--- src/rtl/arb_pkg.sv ---
// Package arb_pkg
// Shared helpers for the daisy-chain arbiter.
// Assumes unit indices are 0-based bit positions (unit k is index k-1).
package arb_pkg;

    // Index that follows cur in a ring of n stages.
    function automatic int ring_next(input int cur, input int n);
        return (cur + 1 >= n) ? 0 : cur + 1;
    endfunction

endpackage

--- src/rtl/arb_prio_ring.sv ---
// Module arb_prio_ring
// Propagates the priority token around the ring of stages.
// The token is injected at the head stage and ripples stage by stage;
// a requesting stage absorbs it. The ring is opened at the head, so no
// combinational loop exists.
// Assumes head < N.
module arb_prio_ring #(
    parameter int N  = 4,
    parameter int IW = (N > 1) ? $clog2(N) : 1
) (
    input  logic [IW-1:0] head,
    input  logic [N-1:0]  req,
    output logic [N-1:0]  prio_in
);

    logic          carry;
    logic [IW-1:0] idx;

    // Walk the ring from the head and hand each stage the current token.
    always_comb begin
        prio_in = '0;
        carry   = 1'b1;
        idx     = head;
        for (int off = 0; off < N; off++) begin
            idx          = IW'((int'(head) + off) % N);
            prio_in[idx] = carry;
            carry        = carry & ~req[idx];
        end
    end

endmodule

--- src/rtl/arb_stage.sv ---
// Module arb_stage
// One arbiter stage: holds its unit's grant and forms its priority output.
// A stage wins when it has the token, is requesting and the bus is free.
// A grant is kept until the unit's own release.
// Assumes bus_free already accounts for every stage's grant.
module arb_stage (
    input  logic clk,
    input  logic rst_n,
    input  logic prio_in,
    input  logic req,
    input  logic rel,
    input  logic bus_free,
    output logic prio_out,
    output logic win,
    output logic grant
);

    // Pass the token on only when this stage does not want the bus.
    assign prio_out = prio_in & ~req;
    assign win      = prio_in & req & bus_free;

    // Grant register: cleared by reset or own release, set by a win.
    always_ff @(posedge clk) begin
        if (!rst_n) begin
            grant <= 1'b0;
        end else if (grant && rel) begin
            grant <= 1'b0;
        end else if (win) begin
            grant <= 1'b1;
        end
    end

endmodule

--- src/rtl/arb_rot_ptr.sv ---
// Module arb_rot_ptr
// Tracks the rotation head (the unit after the last owner) and the shared
// busy line. Busy rises with a win and falls one edge after the last
// grant is gone.
// Assumes win is one-hot or zero.
module arb_rot_ptr #(
    parameter int N  = 4,
    parameter int IW = (N > 1) ? $clog2(N) : 1
) (
    input  logic          clk,
    input  logic          rst_n,
    input  logic [N-1:0]  win,
    input  logic [N-1:0]  grant,
    output logic [IW-1:0] head,
    output logic          busy
);

    import arb_pkg::*;

    logic [IW-1:0] next_head;
    logic          any_win;

    // Encode the winning stage and point one step past it.
    always_comb begin
        next_head = head;
        any_win   = 1'b0;
        for (int i = 0; i < N; i++) begin
            if (win[i]) begin
                next_head = IW'(ring_next(i, N));
                any_win   = 1'b1;
            end
        end
    end

    // Head pointer register, starting at unit 1.
    always_ff @(posedge clk) begin
        if (!rst_n) begin
            head <= '0;
        end else if (any_win) begin
            head <= next_head;
        end
    end

    // Busy register: set by a win, held by a grant, cleared one edge later.
    always_ff @(posedge clk) begin
        if (!rst_n) begin
            busy <= 1'b0;
        end else begin
            busy <= any_win | (|grant);
        end
    end

endmodule

--- src/rtl/rot_daisy_arbiter.sv ---
// Module rot_daisy_arbiter
// Top of the shared-bus arbiter. It holds N chained stages, the token ring
// and the rotation/busy tracker. mode_rotate_i picks fixed priority
// (head = unit 1) or rotating priority (head = unit after last owner).
// Assumes synchronous active-low reset and requesters that hold req_i
// until they are granted.
module rot_daisy_arbiter #(
    parameter int N = 4
) (
    input  logic         clk,
    input  logic         rst_n,
    input  logic         mode_rotate_i,
    input  logic [N-1:0] req_i,
    input  logic [N-1:0] rel_i,
    output logic [N-1:0] grant_o,
    output logic         busy_o,
    output logic [N-1:0] prio_in_o,
    output logic [N-1:0] prio_out_o
);

    localparam int IW = (N > 1) ? $clog2(N) : 1;

    logic [IW-1:0] rot_head;
    logic [IW-1:0] head_sel;
    logic [N-1:0]  win_vec;
    logic          busy_q;

    // Choose the chain head from the mode input.
    assign head_sel = mode_rotate_i ? rot_head : '0;
    assign busy_o   = busy_q;

    arb_prio_ring #(.N(N), .IW(IW)) u_ring (
        .head    (head_sel),
        .req     (req_i),
        .prio_in (prio_in_o)
    );

    for (genvar g = 0; g < N; g++) begin : g_stage
        arb_stage u_stage (
            .clk      (clk),
            .rst_n    (rst_n),
            .prio_in  (prio_in_o[g]),
            .req      (req_i[g]),
            .rel      (rel_i[g]),
            .bus_free (~busy_q),
            .prio_out (prio_out_o[g]),
            .win      (win_vec[g]),
            .grant    (grant_o[g])
        );
    end

    arb_rot_ptr #(.N(N), .IW(IW)) u_ptr (
        .clk   (clk),
        .rst_n (rst_n),
        .win   (win_vec),
        .grant (grant_o),
        .head  (rot_head),
        .busy  (busy_q)
    );

endmodule

--- config.mk ---
export PLATFORM = sky130hd
export DESIGN_NAME = rot_daisy_arbiter
export DESIGN_NICKNAME = d
export VERILOG_FILES = /design/src/rtl/arb_pkg.sv /design/src/rtl/arb_prio_ring.sv /design/src/rtl/arb_stage.sv /design/src/rtl/arb_rot_ptr.sv /design/src/rtl/rot_daisy_arbiter.sv
export SDC_FILE = /design/constraint.sdc
export NUM_CORES = 1
export LEC_CHECK = 0
export BUFFER_PORTS_ARGS = -buffer_cell sky130_fd_sc_hd__buf_4
export CAP_MARGIN = 20
export CORE_MARGIN = 2
export CORE_UTILIZATION = 48
export CTS_CLUSTER_DIAMETER = 80
export DETAILED_ROUTE_END_ITERATION = 6
export GPL_TIMING_DRIVEN = 1
export PLACE_DENSITY = 0.77
export REMOVE_ABC_BUFFERS = 1
export SLEW_MARGIN = 30
export SYNTH_ARGS = -nofsm -noshare
export SYNTH_HDL_FRONTEND = slang
export SYNTH_HIERARCHICAL = 1
export SYNTH_SLANG_ARGS = --single-unit
--- constraint.sdc ---
create_clock -name clk -period 3.8 [get_ports clk]
set_clock_uncertainty 0.15 [all_clocks]
set_input_delay 0.76 -clock clk [delete_from_list [all_inputs] [get_ports clk]]
set_output_delay 0.76 -clock clk [all_outputs]
set_load 0.005 [all_outputs]
==> run_results.csv, run 1 <==
group,metric,value,unit
clock_network,h-tree-depth,1,
detailed_routing,dr.pass1.iters,4,
die,io_pins,24,
placed_design,gp_congestion,0.872,
synthesis,postSynth.asyncResetShare,0,%
die,die_area,1790,um2
placed_design,dpl.hpwl,1.30,mm
die,design.core.area,1330,um2
placed_design,placed_area,912,um2
clock_network,cts_sinks,7,
clock_network,numCtsBuffers,3,
detailed_routing,vias,678,
sta,fmax,275,MHz
detailed_routing,drt_iter0_drc,9,
finish,fin_util,70.4,%
synthesis,ys_types,25,
power_and_ir_drop,power,495,uW
synthesis,yosysTopAreaCellShare,19.9,%
run_status,status,"finished, final reports clean",
placed_design,port_buffers,23,
sta,report.final.slew_viol_count,0,
global_route,grt_pass1_wl,2.77,mm
clock_network,clockBufferDepth,2,
synthesis,yosys.area.top_type,"dfxtp_1",
synthesis,avgSynthCellArea,8.93,um2
sta,setup_violations,0,
clock_network,clkLatencyLatePin,0.26,ns
sta,hold_viol_final,0,
clock_network,cts_setup_buffers,0,
flow_run,maxCapViolations,0,
synthesis,yosys_warnings,6,
synthesis,ys_ff_latch,7,
synthesis,ys_top_cells_by_area,"dfxtp_1 (20%), ha_1 (12%), mux2i_1 (8.5%)",
critical_path,r2r-end,"u_ptr/busy",
global_route,grt_util_all_layers,20.4,%
sta,relSlewSlack,73.2,%
critical_path,critPathCapture,"prio_out_o[3]",
critical_path,crit_path_end_kind,"output pin",
detailed_routing,wl_per_cell,12.9,um
global_route,antenna_found_initial,0,
critical_path,reg2reg_depth,10,
finish,antenna_cells,0,
finish,final_area,938,um2
detailed_routing,drc,0,
synthesis,yosysMostFrequentCell,"inv_1",
global_route,grt_start_max_net_pins,11,
sta,rsz0062_at_grt,"no",
sta,timing.setup.tns,0,ns
clock_network,cts_tree,"yes",
synthesis,netlist_area,706,um2
power_and_ir_drop,power_per_cell_area,528,nW/um2
detailed_routing,vias_per_cell,5.51,
critical_path,required,2.89,ns
hold_path,holdPathStages,2,
detailed_routing,ant_nets,0,
power_and_ir_drop,p_leak,0.000450,uW
sta,hold_ws,0.329,ns
synthesis,ys_seq_area_share,19.9,%
critical_path,reg2reg_slack,1.06,ns
synthesis,synth_flop_cell,"dfxtp_1",
sta,tightest_slew,0.402,ns
clock_network,clk_pin_slew_worst_paths,0.05,ns
critical_path,arrival,2.73,ns
sta,post-route-min-period,3.64,ns
detailed_routing,finalWirelength,1.59,mm
global_route,gr-total-overflow,0,
clock_network,root_buffer,"clkbuf_4",
synthesis,ys_top_cells_by_count,"inv_1 (15), dfxtp_1 (7), ha_1 (7)",
synthesis,synthCells,79,
die,initial_core_util,52.9,%
global_route,grt_pass1_vias,624,
finish,final_layout_size_suffix_gt1_share,40.7,%
critical_path,crit_path_start,"mode_rotate_i",
finish,area_delta_synth_final,33.0,%
die,rows,13,
clock_network,postCtsResizedCells,0,
die,die_y,42.3,um
clock_network,ctsHoldBuffers,0,
synthesis,synth-edff-count,0,
hold_path,hold_class,"flip-flop to flip-flop",
sta,fin_crit_sh,95.8,%
critical_path,worstSetupStartpointType,"input port",
finish,nets,127,
die,chipWidth,42.3,um
power_and_ir_drop,ir_worst_vdd,0.342,mV
critical_path,crit_fanout,4,
critical_path,r2r-start,"u_ptr/head[0]",
critical_path,critPathKind,"input port to output pin",
==> cells by family after synthesis <==
group	synth area share (%)
compound gates	19.7
fa+ha+maj	12.4
buf+inv	7.98
flops	19.9
mux	14.9
simple gates	25.2
==> cell type report <==
cell class | count | area, um2
well taps | 15 | 18.8
repair buffers | 25 | 188
inverters | 15 | 56.3
multi-input cells | 57 | 509
clock buffers | 4 | 26.3
fillers | 113 | 395
flip-flops and latches | 7 | 140
==> cells in the final DEF, fill, tap and decap left out, types with 2 or more instances in the layout <==
cell | synthesis | layout
a21oi_1 | 6 | 6
and2b_2 | 4 | 4
inv_1 | 15 | 15
and2_1 | 2 | 2
and3_4 | 4 | 4
a31o_1 | 4 | 4
clkbuf_4 | 0 | 3
nor2_1 | 3 | 3
buf_4 | 0 | 25
mux2i_1 | 6 | 6
and3b_2 | 4 | 4
nand2b_1 | 3 | 3
mux4_2 | 2 | 2
ha_1 | 7 | 7
dfxtp_1 | 7 | 7
==> layer usage <==
layer,wire length (um),GRT usage [%]
met4,26,7.50
met5,0,0
met1,745,26.5
met3,130,7.76
met2,684,30.5
==> report_power, final <==
part | switching [uW] | internal (uW) | leakage, uW | total, uW
Sequential | 14.9 | 95.7 | 0.0000575 | 111
Clock | 28.1 | 40.1 | 0.0000150 | 68.2
Combinational | 146 | 170 | 0.000377 | 317
==> worst min-delay path by stage <==
stage	from	end	slack [ns]
detailed placement	u_ptr/head[1]	u_ptr/head[1]	0.32
CTS	u_ptr/head[1]	u_ptr/head[1]	0.33
global route	u_ptr/head[1]	u_ptr/head[1]	0.34
floorplan	u_ptr/head[1]	u_ptr/head[1]	0.29
global placement	u_ptr/head[1]	u_ptr/head[1]	0.32
finish	u_ptr/head[1]	u_ptr/head[1]	0.33
==> per-stage QoR <==
| stage | std cells | setup WS, ns |
|---|---|---|
| floorplan | 79 | 0.308 |
| global placement | 119 | 0.238 |
| detailed placement | 119 | 0.159 |
| CTS | 123 | 0.154 |
| global route | 123 | 0.0274 |
| finish | 123 | 0.160 |
==> state kept, by name, summed over array words and instances, names as in the netlist <==
register               count
g_stage.u_stage/grant      4
u_ptr/head                 2
u_ptr/busy                 1
==> worst max-delay path: stages <==
cell and delay [ns]:
buf_4 0.11, and2_1 0.14, inv_1 0.11, ha_1 0.29, mux2i_1 0.14, a32o_1 0.26, a32oi_1 0.33, a22oi_1 0.21
and2b_2 0.24, buf_4 0.13
(Power assumes the default switching activity.)
==> inputs of run 2 (changes only) <==
--- a/config.mk
+++ b/config.mk
@@ -8,11 +8,11 @@
 export BUFFER_PORTS_ARGS = -buffer_cell sky130_fd_sc_hd__buf_4
 export CAP_MARGIN = 20
 export CORE_MARGIN = 2
-export CORE_UTILIZATION = 48
+export CORE_UTILIZATION = 51
 export CTS_CLUSTER_DIAMETER = 80
 export DETAILED_ROUTE_END_ITERATION = 6
 export GPL_TIMING_DRIVEN = 1
-export PLACE_DENSITY = 0.77
+export PLACE_DENSITY = 0.81
 export REMOVE_ABC_BUFFERS = 1
 export SLEW_MARGIN = 30
 export SYNTH_ARGS = -nofsm -noshare
==> constraint.sdc (replaced) <==
create_clock -name clk -period 4.6 [get_ports clk]
set_clock_uncertainty 0.15 [all_clocks]
set_input_delay 0.92 -clock clk [delete_from_list [all_inputs] [get_ports clk]]
set_output_delay 0.92 -clock clk [all_outputs]
set_load 0.005 [all_outputs]
==> run_results.csv, run 2 (synthesis gave the netlist of run 1 again) <==
group,metric,value,unit
die,design.core.area,1300,um2
clock_network,clockBufferDepth,2,
finish,largest_reg_flops,4,
flow_run,maxCapViolations,0,
clock_network,numCtsBuffers,3,
run_status,status,"finished, final reports clean",
critical_path,worstSetupStartpointType,"input port",
sta,relSlewSlack,70.4,%
finish,final_area,923,um2
critical_path,r2r-start,"u_ptr/head[0]",
finish,antenna_cells,0,
clock_network,clkLatencyLatePin,0.25,ns
clock_network,clk_pin_slew_worst_paths,0.05,ns
power_and_ir_drop,p_leak,0.000439,uW
power_and_ir_drop,ir_worst_vdd,0.272,mV
die,die_y,41.2,um
clock_network,cts_setup_buffers,0,
sta,post-route-min-period,4.26,ns
finish,regMostFlops,"g_stage.u_stage/grant",
sta,tightest_slew,0.444,ns
clock_network,root_buffer,"clkbuf_4",
die,chipWidth,41.2,um
finish,stdcell_count,121,
detailed_routing,drt_iter0_drc,23,
sta,fmax,235,MHz
finish,layout_commonest_cell,"buf_4",
critical_path,crit_fanout,9,
critical_path,critPathKind,"input port to output pin",
die,rows,13,
sta,hold_viol_final,0,
clock_network,h-tree-depth,1,
finish,area_delta_synth_final,30.9,%
global_route,grt_util_all_layers,24.4,%
hold_path,holdPathStages,2,
die,die_area,1700,um2
sta,report.final.slew_viol_count,0,
detailed_routing,finalWirelength,1.73,mm
placed_design,port_buffers,23,
clock_network,postCtsResizedCells,0,
clock_network,cts_tree,"yes",
critical_path,reg2reg_depth,10,
die,io_pins,24,
die,initial_core_util,54.2,%
placed_design,gp_congestion,0.831,
critical_path,reg2reg_slack,1.54,ns
critical_path,required,3.53,ns
global_route,gr-total-overflow,0,
detailed_routing,dr.pass1.iters,4,
detailed_routing,ant_nets,0,
placed_design,dp_cells,117,
clock_network,cts_sinks,7,
global_route,grt_pass1_vias,599,
finish,most-common-layout-cells,"buf_4 (23), inv_1 (15), dfxtp_1 (7), ha_1 (7)",
placed_design,placed_area,897,um2
hold_path,whs_endpoint,"u_ptr/head[1]",
sta,rsz0062_at_grt,"no",
hold_path,hold_class,"flip-flop to flip-flop",
power_and_ir_drop,power_per_cell_area,447,nW/um2
sta,setup_violations,0,
finish,fillers,116,
finish,reg_top3,"g_stage.u_stage/grant x4, u_ptr/head x2, u_ptr/busy x1",
global_route,grt_pass1_wl,2.66,mm
global_route,antenna_found_initial,0,
clock_network,ctsHoldBuffers,0,
placed_design,dpl.hpwl,1.35,mm
detailed_routing,drc,0,
detailed_routing,vias,662,
critical_path,crit_path_end_kind,"output pin",
detailed_routing,wl_per_cell,14.3,um
finish,nets,125,
finish,final_layout_size_suffix_gt1_share,39.6,%
global_route,grt_start_max_net_pins,11,
sta,fin_crit_sh,92.6,%
critical_path,r2r-end,"u_ptr/busy",
sta,timing.setup.tns,0,ns
detailed_routing,vias_per_cell,5.47,
hold_path,hold_path.startpoint,"u_ptr/head[1]",
critical_path,arrival,3.19,ns
[run 2: through the flow]
stage / setup slack, ns / hold slack [ns] / total power (uW) / util [%]
after floorplan: 0.788 / 0.293 / 251 / -
after global placement: 0.492 / 0.308 / 344 / 68.9
after detailed placement: 0.344 / 0.317 / 351 / 68.9
after CTS: 0.341 / 0.324 / 411 / 71.0
after global routing: 0.157 / 0.357 / 445 / 71.0
final: 0.340 / 0.322 / 413 / 71.0
[run 2: per-layer routing]
layer,wire length (um),GRT usage [%]
met3,100,9.78
met5,0,0
met2,790,37.9
met1,838,32.8
met4,0,2.42
[run 2: worst max-delay path by stage]
stage	start	endpoint	slack, ns	cells after the start
3_3_place_gp	mode_rotate_i	prio_out_o[2]	0.49	10
2_1_floorplan	mode_rotate_i	prio_out_o[2]	0.79	8
3_5_place_dp	mode_rotate_i	prio_out_o[2]	0.34	10
4_1_cts	mode_rotate_i	prio_out_o[2]	0.34	10
6_report	mode_rotate_i	prio_out_o[2]	0.34	10
5_1_grt	mode_rotate_i	prio_out_o[2]	0.16	10
[run 2: power breakdown]
part           internal, uW  switching (uW)  total (uW)
Combinational           137             127         263
Sequential             79.0            12.9        91.8
Clock                  33.2            24.2        57.4
Total                   249             164         413
[run 2: critical path: stages]
cell	delay (ns)
buf_4	0.08
and2_1	0.33
inv_1	0.14
ha_1	0.38
mux2i_1	0.15
a32o_1	0.26
a32oi_1	0.36
mux2i_1	0.21
and2b_2	0.24
buf_4	0.13
[run 2: cell type report]
type / count / area, um2 / share of cell area, %
clock buffers: 4 / 26.3 / 2.85
inverters: 15 / 56.3 / 6.10
flip-flops and latches: 7 / 140 / 15.2
repair buffers: 23 / 173 / 18.7
multi-input cells: 57 / 509 / 55.1
well taps: 15 / 18.8 / 2.03
==> inputs of run 3 (changes only) <==
--- a/config.mk
+++ b/config.mk
@@ -7,13 +7,14 @@
 export LEC_CHECK = 0
 export BUFFER_PORTS_ARGS = -buffer_cell sky130_fd_sc_hd__buf_4
 export CAP_MARGIN = 20
-export CORE_MARGIN = 2
+export CORE_MARGIN = 10
 export CORE_UTILIZATION = 51
 export CTS_CLUSTER_DIAMETER = 80
 export DETAILED_ROUTE_END_ITERATION = 6
 export GPL_TIMING_DRIVEN = 1
 export PLACE_DENSITY = 0.81
 export REMOVE_ABC_BUFFERS = 1
+export SETUP_SLACK_MARGIN = 0.3
 export SLEW_MARGIN = 30
 export SYNTH_ARGS = -nofsm -noshare
 export SYNTH_HDL_FRONTEND = slang
==> run_results.csv, run 3 (synthesis gave the netlist of run 1 again) <==
group,metric,value,unit
sta,hold_viol_final,0,
critical_path,worstSetupStartpointType,"input port",
finish,reg_top3,"g_stage.u_stage/grant x4, u_ptr/head x2, u_ptr/busy x1",
sta,tightest_slew,0.412,ns
clock_network,cts_tree,"yes",
die,chipWidth,57.2,um
finish,regMostFlops,"g_stage.u_stage/grant",
detailed_routing,ant_nets,0,
sta,setup_ws,0.468,ns
critical_path,r2r-start,"u_ptr/head[0]",
placed_design,dp_cells,117,
sta,setup_violations,0,
sta,hold_ws,0.319,ns
finish,fin_util,71.1,%
finish,layout_commonest_cell,"buf_4",
sta,fin_crit_sh,89.8,%
finish,area_delta_synth_final,31.0,%
hold_path,hold_path.startpoint,"u_ptr/head[1]",
detailed_routing,drt_iter0_drc,37,
clock_network,numCtsBuffers,3,
hold_path,whs_endpoint,"u_ptr/head[1]",
finish,stdcell_count,121,
global_route,grt_pass1_vias,733,
critical_path,crit_fanout,9,
finish,largest_reg_flops,4,
power_and_ir_drop,ir_worst_vdd,0.378,mV
sta,relSlewSlack,72.5,%
sta,rsz0062_at_grt,"no",
critical_path,arrival,3.06,ns
critical_path,reg2reg_depth,10,
finish,most-common-layout-cells,"buf_4 (23), inv_1 (15), dfxtp_1 (7), ha_1 (7)",
clock_network,clkLatencyLatePin,0.25,ns
detailed_routing,drc,0,
global_route,antenna_found_initial,0,
clock_network,cts_sinks,7,
detailed_routing,finalWirelength,1.90,mm
finish,nets,125,
critical_path,reg2reg_slack,1.70,ns
sta,fmax,242,MHz
clock_network,clk_pin_slew_worst_paths,0.05,ns
global_route,grt_util_all_layers,11.9,%
sta,timing.setup.tns,0,ns
die,rows,13,
hold_path,hold_class,"flip-flop to flip-flop",
clock_network,clockBufferDepth,2,
detailed_routing,wl_per_cell,15.7,um
critical_path,critPathKind,"input port to output pin",
clock_network,root_buffer,"clkbuf_4",
run_status,status,"finished, final reports clean",
clock_network,cts_setup_buffers,0,
die,initial_core_util,54.2,%
die,design.core.area,1300,um2
power_and_ir_drop,power_per_cell_area,445,nW/um2
placed_design,gp_congestion,0.881,
placed_design,dpl.hpwl,1.57,mm
detailed_routing,vias,676,
flow_run,maxCapViolations,0,
global_route,gr-total-overflow,0,
sta,post-route-min-period,4.13,ns
placed_design,dp_slack,0.362,ns
die,die_y,57.2,um
die,io_pins,24,
critical_path,r2r-end,"u_ptr/busy",
global_route,grt_pass1_wl,3.26,mm
hold_path,holdPathStages,2,
critical_path,required,3.53,ns
die,die_area,3270,um2
sta,report.final.slew_viol_count,0,
critical_path,crit_path_end_kind,"output pin",
global_route,grt_start_max_net_pins,11,
finish,final_layout_size_suffix_gt1_share,40.6,%
power_and_ir_drop,p_leak,0.000440,uW
detailed_routing,dr.pass1.iters,4,
finish,fillers,111,
placed_design,port_buffers,23,
detailed_routing,vias_per_cell,5.59,
finish,antenna_cells,0,
clock_network,h-tree-depth,1,
==> run 3: report_power, final <==
part,internal [uW],total [uW],switching [uW]
clock,33.1,55.6,22.5
combinational,138,265,128
sequential,79.0,91.1,12.1
==> run 3: cell type report <==
class	count	area (um2)	share of cell area, %
multi-input combinational	57	510	55.2
timing repair buffer	23	173	18.7
sequential	7	140	15.2
inverter	15	56.3	6.09
clock buffer	4	26.3	2.84
tap	15	18.8	2.03
==> run 3: worst max-delay path by stage <==
stage / from / to / cells past startpoint
final: mode_rotate_i / prio_out_o[2] / 10
after global routing: mode_rotate_i / prio_out_o[3] / 10
after CTS: mode_rotate_i / prio_out_o[2] / 10
after detailed placement: mode_rotate_i / prio_out_o[2] / 10
after global placement: mode_rotate_i / prio_out_o[2] / 10
after floorplan: mode_rotate_i / prio_out_o[2] / 8
==> run 3: critical path, stage by stage <==
cell	delay [ns]
buf_4	0.08
and2_2	0.24
inv_1	0.12
ha_1	0.37
mux2i_1	0.16
a32o_1	0.27
a32oi_1	0.34
mux2i_1	0.19
and2b_2	0.23
buf_4	0.13
==> run 3: per-layer routing <==
layer  part of all wire (%)  track usage (%)  vias to the layer above
met4                      0             2.01                        0
met1                     45             13.9                      319
met5                      0                0                        -
met2                     47             19.5                       25
met3                    7.2             5.75                        0
li1                       -                -                      332
==> run 3: per-stage QoR <==
stage / power (uW) / area (um2)
after floorplan: 251 / 706
after global placement: 347 / 897
after detailed placement: 357 / 897
after CTS: 414 / 923
after global routing: 448 / 925
final: 412 / 925
==> run 3: repair_timing <==
action | 4_1_cts | 5_1_grt
gates resized for setup | 0 | 1
setup endpoints to repair | 0 | 4
hold buffers | 0 | 0
